===== src/rtl/pt_pkg.sv =====
package pt_pkg;
  typedef enum logic [1:0] {
    FLT_NONE    = 2'd0,
    FLT_MISSING = 2'd1,
    FLT_PROT    = 2'd2
  } fault_e;

  typedef enum logic [2:0] {
    ST_IDLE,
    ST_RD_REQ,
    ST_RD_WAIT,
    ST_WR_REQ,
    ST_WR_WAIT,
    ST_RESP
  } walk_state_e;
endpackage


===== src/rtl/pt_addr_split.sv =====
module pt_addr_split #(
  parameter int VA_W   = 32,
  parameter int PA_W   = 32,
  parameter int OFFS_W = 12,
  parameter int ENT_LG = 2
) (
  input  logic [VA_W-1:0]        vaddr,
  input  logic [PA_W-1:0]        base,
  output logic [VA_W-OFFS_W-1:0] vpn,
  output logic [OFFS_W-1:0]      offset,
  output logic [PA_W-1:0]        entry_addr
);
  localparam int VPN_W = VA_W - OFFS_W;

  assign vpn        = vaddr[VA_W-1:OFFS_W];
  assign offset     = vaddr[OFFS_W-1:0];
  assign entry_addr = base + PA_W'({vpn, {ENT_LG{1'b0}}});

  logic unused_w;
  assign unused_w = ^VPN_W;
endmodule


===== src/rtl/pt_entry_check.sv =====
module pt_entry_check #(
  parameter int PTE_W  = 32,
  parameter int OFFS_W = 12,
  parameter int KEY_W  = 2
) (
  input  logic [PTE_W-1:0]        entry,
  input  logic [KEY_W-1:0]        key,
  input  logic                    store,
  output pt_pkg::fault_e          fault,
  output logic                    need_wb,
  output logic [PTE_W-OFFS_W-1:0] frame,
  output logic [PTE_W-1:0]        wb_word
);
  import pt_pkg::*;
  localparam int BIT_ASSIGNED = 0;
  localparam int BIT_DIRTY    = 1;
  localparam int KEY_LO       = 2;

  logic assigned, dirty;
  logic [KEY_W-1:0] ent_key;

  assign assigned = entry[BIT_ASSIGNED];
  assign dirty    = entry[BIT_DIRTY];
  assign ent_key  = entry[KEY_LO +: KEY_W];
  assign frame    = entry[PTE_W-1:OFFS_W];

  always_comb begin
    if (!assigned)           fault = FLT_MISSING;
    else if (ent_key != key) fault = FLT_PROT;
    else                     fault = FLT_NONE;
  end

  assign need_wb = (fault == FLT_NONE) && store && !dirty;

  always_comb begin
    wb_word            = entry;
    wb_word[BIT_DIRTY] = 1'b1;
  end
endmodule


===== src/rtl/pt_seq.sv =====
module pt_seq #(
  parameter int VA_W   = 32,
  parameter int PA_W   = 32,
  parameter int PTE_W  = 32,
  parameter int OFFS_W = 12,
  parameter int KEY_W  = 2
) (
  input  logic                    clk,
  input  logic                    rst_n,
  input  logic [PA_W-1:0]         pt_base,
  input  logic                    req_valid,
  output logic                    req_ready,
  input  logic [VA_W-1:0]         req_vaddr,
  input  logic                    req_store,
  input  logic [KEY_W-1:0]        req_key,
  output logic                    rsp_valid,
  input  logic                    rsp_ready,
  output logic [PA_W-1:0]         rsp_paddr,
  output logic [1:0]              rsp_fault,
  output logic                    mem_req_valid,
  input  logic                    mem_req_ready,
  output logic                    mem_req_write,
  output logic [PA_W-1:0]         mem_req_addr,
  output logic [PTE_W-1:0]        mem_req_wdata,
  input  logic                    mem_rsp_valid,
  // captured request towards the split / check units
  output logic [VA_W-1:0]         vaddr_q,
  output logic [PA_W-1:0]         base_q,
  output logic [KEY_W-1:0]        key_q,
  output logic                    store_q,
  input  logic [PA_W-1:0]         entry_addr,
  input  logic [OFFS_W-1:0]       offset,
  input  pt_pkg::fault_e          chk_fault,
  input  logic                    chk_need_wb,
  input  logic [PTE_W-OFFS_W-1:0] chk_frame,
  input  logic [PTE_W-1:0]        chk_wb_word
);
  import pt_pkg::*;

  walk_state_e      state;
  logic [PTE_W-1:0] wb_q;
  logic [PA_W-1:0]  paddr_q;
  fault_e           fault_q;

  always_ff @(posedge clk) begin
    if (!rst_n) begin
      state   <= ST_IDLE;
      vaddr_q <= '0;
      base_q  <= '0;
      key_q   <= '0;
      store_q <= 1'b0;
      wb_q    <= '0;
      paddr_q <= '0;
      fault_q <= FLT_NONE;
    end else begin
      unique case (state)
        ST_IDLE: if (req_valid) begin
          vaddr_q <= req_vaddr;
          base_q  <= pt_base;
          key_q   <= req_key;
          store_q <= req_store;
          state   <= ST_RD_REQ;
        end
        ST_RD_REQ: if (mem_req_ready) state <= ST_RD_WAIT;
        ST_RD_WAIT: if (mem_rsp_valid) begin
          fault_q <= chk_fault;
          wb_q    <= chk_wb_word;
          paddr_q <= (chk_fault == FLT_NONE) ?
                     PA_W'({chk_frame, offset}) : '0;
          state   <= chk_need_wb ? ST_WR_REQ : ST_RESP;
        end
        ST_WR_REQ:  if (mem_req_ready) state <= ST_WR_WAIT;
        ST_WR_WAIT: if (mem_rsp_valid) state <= ST_RESP;
        ST_RESP:    if (rsp_ready)     state <= ST_IDLE;
        default: state <= ST_IDLE;
      endcase
    end
  end

  assign req_ready     = (state == ST_IDLE);
  assign rsp_valid     = (state == ST_RESP);
  assign rsp_paddr     = paddr_q;
  assign rsp_fault     = fault_q;
  assign mem_req_valid = (state == ST_RD_REQ) || (state == ST_WR_REQ);
  assign mem_req_write = (state == ST_WR_REQ);
  assign mem_req_addr  = entry_addr;
  assign mem_req_wdata = mem_req_write ? wb_q : '0;
endmodule


===== src/rtl/pt_walker.sv =====
module pt_walker #(
  parameter int VA_W   = 32,
  parameter int PA_W   = 32,
  parameter int PTE_W  = 32,
  parameter int OFFS_W = 12,
  parameter int KEY_W  = 2
) (
  input  logic             clk,
  input  logic             rst_n,
  input  logic [PA_W-1:0]  pt_base,
  input  logic             req_valid,
  output logic             req_ready,
  input  logic [VA_W-1:0]  req_vaddr,
  input  logic             req_store,
  input  logic [KEY_W-1:0] req_key,
  output logic             rsp_valid,
  input  logic             rsp_ready,
  output logic [PA_W-1:0]  rsp_paddr,
  output logic [1:0]       rsp_fault,
  output logic             mem_req_valid,
  input  logic             mem_req_ready,
  output logic             mem_req_write,
  output logic [PA_W-1:0]  mem_req_addr,
  output logic [PTE_W-1:0] mem_req_wdata,
  input  logic             mem_rsp_valid,
  input  logic [PTE_W-1:0] mem_rsp_rdata
);
  import pt_pkg::*;
  localparam int VPN_W   = VA_W - OFFS_W;
  localparam int FRAME_W = PTE_W - OFFS_W;
  localparam int ENT_LG  = $clog2(PTE_W / 8);

  logic [VA_W-1:0]    vaddr_q;
  logic [PA_W-1:0]    base_q;
  logic [KEY_W-1:0]   key_q;
  logic               store_q;
  logic [VPN_W-1:0]   vpn;
  logic [OFFS_W-1:0]  offset;
  logic [PA_W-1:0]    entry_addr;
  fault_e             chk_fault;
  logic               chk_need_wb;
  logic [FRAME_W-1:0] chk_frame;
  logic [PTE_W-1:0]   chk_wb_word;

  pt_addr_split #(.VA_W(VA_W), .PA_W(PA_W), .OFFS_W(OFFS_W), .ENT_LG(ENT_LG)) u_split (
    .vaddr(vaddr_q), .base(base_q), .vpn(vpn), .offset(offset), .entry_addr(entry_addr)
  );

  pt_entry_check #(.PTE_W(PTE_W), .OFFS_W(OFFS_W), .KEY_W(KEY_W)) u_check (
    .entry(mem_rsp_rdata), .key(key_q), .store(store_q), .fault(chk_fault),
    .need_wb(chk_need_wb), .frame(chk_frame), .wb_word(chk_wb_word)
  );

  pt_seq #(.VA_W(VA_W), .PA_W(PA_W), .PTE_W(PTE_W), .OFFS_W(OFFS_W), .KEY_W(KEY_W)) u_seq (
    .clk(clk), .rst_n(rst_n), .pt_base(pt_base),
    .req_valid(req_valid), .req_ready(req_ready), .req_vaddr(req_vaddr),
    .req_store(req_store), .req_key(req_key),
    .rsp_valid(rsp_valid), .rsp_ready(rsp_ready), .rsp_paddr(rsp_paddr), .rsp_fault(rsp_fault),
    .mem_req_valid(mem_req_valid), .mem_req_ready(mem_req_ready), .mem_req_write(mem_req_write),
    .mem_req_addr(mem_req_addr), .mem_req_wdata(mem_req_wdata), .mem_rsp_valid(mem_rsp_valid),
    .vaddr_q(vaddr_q), .base_q(base_q), .key_q(key_q), .store_q(store_q),
    .entry_addr(entry_addr), .offset(offset),
    .chk_fault(chk_fault), .chk_need_wb(chk_need_wb), .chk_frame(chk_frame), .chk_wb_word(chk_wb_word)
  );

  logic unused_vpn;
  assign unused_vpn = ^vpn;
endmodule


===== config.mk =====
export PLATFORM = sky130hd
export DESIGN_NAME = pt_walker
export DESIGN_NICKNAME = d
export VERILOG_FILES = /design/src/rtl/pt_pkg.sv /design/src/rtl/pt_addr_split.sv /design/src/rtl/pt_entry_check.sv /design/src/rtl/pt_seq.sv /design/src/rtl/pt_walker.sv
export SDC_FILE = /design/constraint.sdc
export NUM_CORES = 1
export LEC_CHECK = 0
export ABC_AREA = 1
export BUFFER_PORTS_ARGS = -buffer_cell sky130_fd_sc_hd__buf_2
export CAP_MARGIN = 10
export CORE_UTILIZATION = 56
export DETAILED_ROUTE_END_ITERATION = 10
export PLACE_DENSITY = 0.86
export SLEW_MARGIN = 30
export SYNTH_ARGS = -nofsm -noshare
export SYNTH_HDL_FRONTEND = slang
export SYNTH_SLANG_ARGS = --single-unit

===== constraint.sdc =====
create_clock -name clk -period 5.2 [get_ports clk]
set_input_delay 0.26 -clock clk [delete_from_list [all_inputs] [get_ports clk]]
set_output_delay 0.26 -clock clk [all_outputs]
set_load 0.02 [all_outputs]

# Word-level counts from Yosys, hierarchy flattened
# Cells that the tools add are included.
dict set report op_classes {
  addsub 1
  n_eq_ne 12
  n_mux 12
  n_reduce_logical 9
}
# cell count
set op_table {}
lappend op_table {{$mux 32} 2}
lappend op_table {{$add 32x22->32} 1}
lappend op_table {{$mux 3} 7}
lappend op_table {{$pmux 3 s6} 1}
lappend op_table {{$ne 2x2->1 const B} 5}
lappend op_table {{$eq 3x2->1 const B} 2}
lappend op_table {{$eq 3x3->1 const B} 2}
lappend op_table {{$reduce_and 6->1} 1}
lappend op_table {{$mux 2} 2}
lappend op_table {{$reduce_and 2->1} 2}
lappend op_table {{$eq 3x1->1 const B} 1}
lappend op_table {{$logic_not 3->1} 1}
lappend op_table {{$logic_and 1x1->1} 2}
lappend op_table {{$logic_not 2->1} 1}
lappend op_table {{$ne 2x1->1 const B} 1}
lappend op_table {{$ne 2x2->1} 1}
lappend op_table {{$logic_not 1->1} 1}
lappend op_table {{$logic_or 1x1->1} 1}
dict set report totals {
  register_bits 136
  out_inout_bits 102
  wordCells 42
}

# Logic depth before layout (Yosys ltp)
dict set report logic_depth {
  word_depth 9
  depth_mapped 11
  depth_no_buf 11
}

# Hierarchy
# A second synthesis with hierarchy kept.
dict set report unflattened {
  hier_cells 1201
  hier_area_um2 8062.7
}
# mod instances cells_each area_each_um2 seq_area_each_um2
set by_module_without_submodules {}
lappend by_module_without_submodules {pt_seq 1 705 5416.4 2722.6}
lappend by_module_without_submodules {pt_addr_split 1 428 2179.6 0.0}
lappend by_module_without_submodules {pt_entry_check 1 68 466.7 0.0}

# Worst setup path after synthesis
# No wires, ideal clock.
dict set report synth_path {
  path_type {reg-to-output}
  startpoint {register u_seq.base_q[2]}
  endpoint {output mem_req_addr[18]}
  arrival_ns 1.714
  required_ns 4.940
  slack_ns 3.226
  path_stages_with_launch 9
  path_cell_list {dfxtp_1 -> ha_1 -> fa_1 -> nand3_1 -> nand3_1 -> nand2_1 -> nand2_1 -> a21oi_1 -> xnor2_1}
}
dict set report synth_between {
  elab_chain_cells 1
}
# item line_no
set synth_lines {}
lappend synth_lines {{start, declared} pt_seq.sv:28} ;# output logic [PA_W-1:0] base_q,
lappend synth_lines {{start signal, assigned} pt_seq.sv:59} ;# base_q <= pt_base;
lappend synth_lines {{$add 32x22->32} pt_addr_split.sv:17} ;# assign entry_addr = base + PA_W'({vpn, {ENT_LG{1'b0}}});
lappend synth_lines {{end, declared} pt_walker.sv:23} ;# output logic [PA_W-1:0] mem_req_addr,
# Every way passes these cells.

# Final worst setup path
# Same ends and word-level chain as after synthesis.

==> summary.md <==
| Metric | Value |
|---|---|
| Status | `complete, no violations` |
| All-layer global routing usage | `0.3120` |
| Crit end category | `output pin` |
| Syn Area/Cell | `6.560 um2` |
| Yosys Warn Count | `0` |
| RSZ-0062 raised after global routing | `false` |
| Initial antenna violation count | `2` |
| Seq/Total Area, Yosys | `0.3941` |
| Peak supply drop | `roughly 0.27 mV` |
| Final HPWL DP | `around 14 mm` |
| Vias in the first global route | `6751` |
| Worst EP arrival | `2.43 ns` |
| Die W | `113.1 um` |
| Clock Latency Late Sink | `roughly 0.42 ns` |
| DRT iter0 DRCs | `roughly 600` |
| CP max stage delay | `approximately 0.47 ns` |
| Slew headroom | `0.5046` |
| R2r worst-path depth | `10` |
| Layout cell share with drive strength beyond 1 | `0.2024` |
| Clock sink total | `136` |
| First-pass GRT wire length | `between 30 and 40 mm` |
| # Post-CTS Setup Buffers | `0` |
| Leakage | `between 0.004 and 0.005 uW` |
| Crit Path Category | `reg2out` |
| Row cnt | `40` |
| Final Core Density | `0.7142` |
| Reg clk slew, reported paths | `around 0.06 ns` |
| Clock Tree Buf Depth | `2` |
| Final total power | `around 3800 uW` |
| Synth area leaders | `dfxtp_1, nand2_1, a21oi_1, nand3_1, inv_1` |
| Worst min path class | `in2reg` |
| Starting density of the core | `0.5751` |
| Ant. Diodes | `0` |
| Critical R2R Launch | `u_seq.state[0]$_SDFFE_PN0P_` |
| Crit start category | `register` |
| Final hold vios | `0` |
| Worst hold path depth | `3` |
| CP max stage cell | `fa_1` |
| Critical-path maximum fanout | `4` |
| EDFF count, synth | `0` |
| DIE AREA | `12780 um2` |
| Layout Area Growth over Synthesis | `24.18%` |
| Routed wire length | `a little under 20 mm` |
| Fillcell total | `approximately 1000` |
| Num CTS Buffers | `17` |
| Min-Delay Startpoint | `mem_rsp_rdata[28]` |
| Antenna viol nets, final | `0` |
| H-tree depth | `4` |
| Post-synth net total | `about 1200` |
| Ys async rst share | `0` |
| Global route total overflow | `0` |
| Post-CTS sizing | `0` |
| Worst-path cell chain | `ha_1, fa_1, nand3_1, nand3_1, nand2_1, nand2_1, a21oi_1, xnor2_1, buf_2` |
| Critical path required time | `a little under 5 ns` |
| Largest net degree at the start of global routing | `80` |
| PortBufs | `206` |
| Io pins | `just over 200` |
| Setup tns final | `0 ns` |
| Final Wtd Congestion | `around 0.98` |
| DRC | `0` |
| Count leader, synth | `nand2_1` |
| Yosys cell types | `31` |
| Avg Vias per Cell | `~5.3` |
| Achievable Freq | `between 300 and 400 MHz` |
| Crit. Startpoint | `u_seq.base_q[2]$_SDFFE_PN0P_` |
| Post-Syn Instances | `between 1000 and 1500` |
| Top post-synthesis cells by count | `nand2_1, a21oi_1, dfxtp_1` |
| Slew at the pin closest to its max-slew limit | `about 0.74 ns` |
| Hold_buf cts | `0` |
| Die H | `between 100 and 150 um` |
| PD cells | `roughly 450 nW/um2` |
| Fin crit share | `0.5166` |
| Post-layout min period | `around 2.7 ns` |
| Post-Syn Area | `between 6000 and 7000 um2` |
| Seq cells post-synth | `roughly 140` |
| Final Max Slew Viols | `0` |
| Most used DFF post-synth | `dfxtp_1` |
| Clk root buf | `clkbuf_16` |
| Synth top area share | `0.3941` |
| Core area | `12010 um2` |
| Max Cap Viol | `0` |
| Total number of vias | `7388` |
| Clk_skew | `between 0.005 and 0.006 ns` |
| Wirelength per Cell | `around 14 um` |
| First-pass DRT Iterations | `5` |
| Final nets | `around 1400` |
| Synth area leader | `dfxtp_1` |
| Setup Viol. Count Final | `0` |
| CTS tree | `yes` |
==> cells in the final DEF (no fill, tap or decap), types with 2 or more instances in the layout <==
cell,instances
a21oi_1,144
bufinv_16,3
a211oi_1,3
inv_6,3
nor3_1,9
nand2_2,4
clkinvlp_4,2
buf_2,206
nand2_1,314
nor2_1,76
inv_1,123
clkbuf_1,3
buf_4,6
xnor2_1,3
o21ai_0,30
xor2_1,14
clkinv_2,3
dfxtp_1,136
clkbuf_8,3
clkbuf_16,17
ha_1,20
nand3_1,104
nand4_1,6
and2_1,2
==> sequential cells by signal, indices dropped and copies added, names as in the netlist <==
signal and cells:
u_seq.base_q 32, u_seq.rsp_paddr 32, u_seq.vaddr_q 32, u_seq.wb_q 32, u_seq.state 3, u_seq.key_q 2
u_seq.rsp_fault 2, u_seq.store_q 1
==> report_power, final <==
part           leakage (uW)  internal, uW  switching, uW
combinational       0.00279           394            857
sequential          0.00111          1220            121
clock              0.000295           797            457
total               0.00419          2410           1440
==> area by class of cell <==
type / instances / area, um2 / area share
clock buffers: 23 / 478.0 / 0.05572
clock inverters: 9 / 136.4 / 0.01590
inverters: 126 / 475.5 / 0.05543
multi-input cells: 739 / 3506 / 0.4087
flip-flops and latches: 136 / 2723 / 0.3174
well taps: 147 / 183.9 / 0.02144
repair buffers: 212 / 1076 / 0.1254
==> layer usage <==
metal / track usage / wire [um] / vias up
met1: 0.3795 / 8035 / 3320
met5: 0 / 21 / -
met3: 0.07927 / 1478 / 50
met2: 0.5297 / 9540 / 301
met4: 0.1211 / 561 / 4
li1: - / - / 3713
==> critical path, delay by kind of cell, from the launching register on <==
family | cells | cell delay, ns
flops | 1 | 0.31
buf+inv | 1 | 0.17
compound gates | 1 | 0.17
simple gates | 4 | 0.48
fa+ha+maj | 2 | 0.74
xor+xnor | 1 | 0.13
==> final timing paths <==
check                               endpoint  slack, ns
max                         mem_req_addr[18]       2.51
min              u_seq.wb_q[28]$_SDFFE_PN0P_       0.10
max reg2reg  u_seq.rsp_paddr[6]$_SDFFE_PN0P_       2.57
min reg2reg       u_seq.wb_q[7]$_SDFFE_PN0P_       0.46
==> kinds of logic after synthesis <==
logic type	after synthesis	synth area share
AO/OA/AOI/OAI	180	0.1328
XOR/XNOR	17	0.02156
adder cells (fa/ha/maj)	21	0.03912
buffers and inverters	178	0.1003
flip-flops	136	0.3941
AND/OR/NAND/NOR	521	0.3121
==> stage by stage <==
| stage | hold slack [ns] | cell area, um2 | setup slack [ns] | cells |
|---|---|---|---|---|
| after global routing | 0.1068 | 8578 | 2.314 | 1392 |
| after global placement | 0.4418 | 7958 | 2.718 | 1360 |
| after CTS | 0.09628 | 8572 | 2.512 | 1392 |
| final | 0.1026 | 8578 | 2.514 | 1392 |
| after detailed placement | 0.4497 | 7958 | 2.661 | 1360 |
| after floorplan | 0.3984 | 6908 | 3.226 | 1053 |
Note: power is estimated with default switching activity, not from simulation.
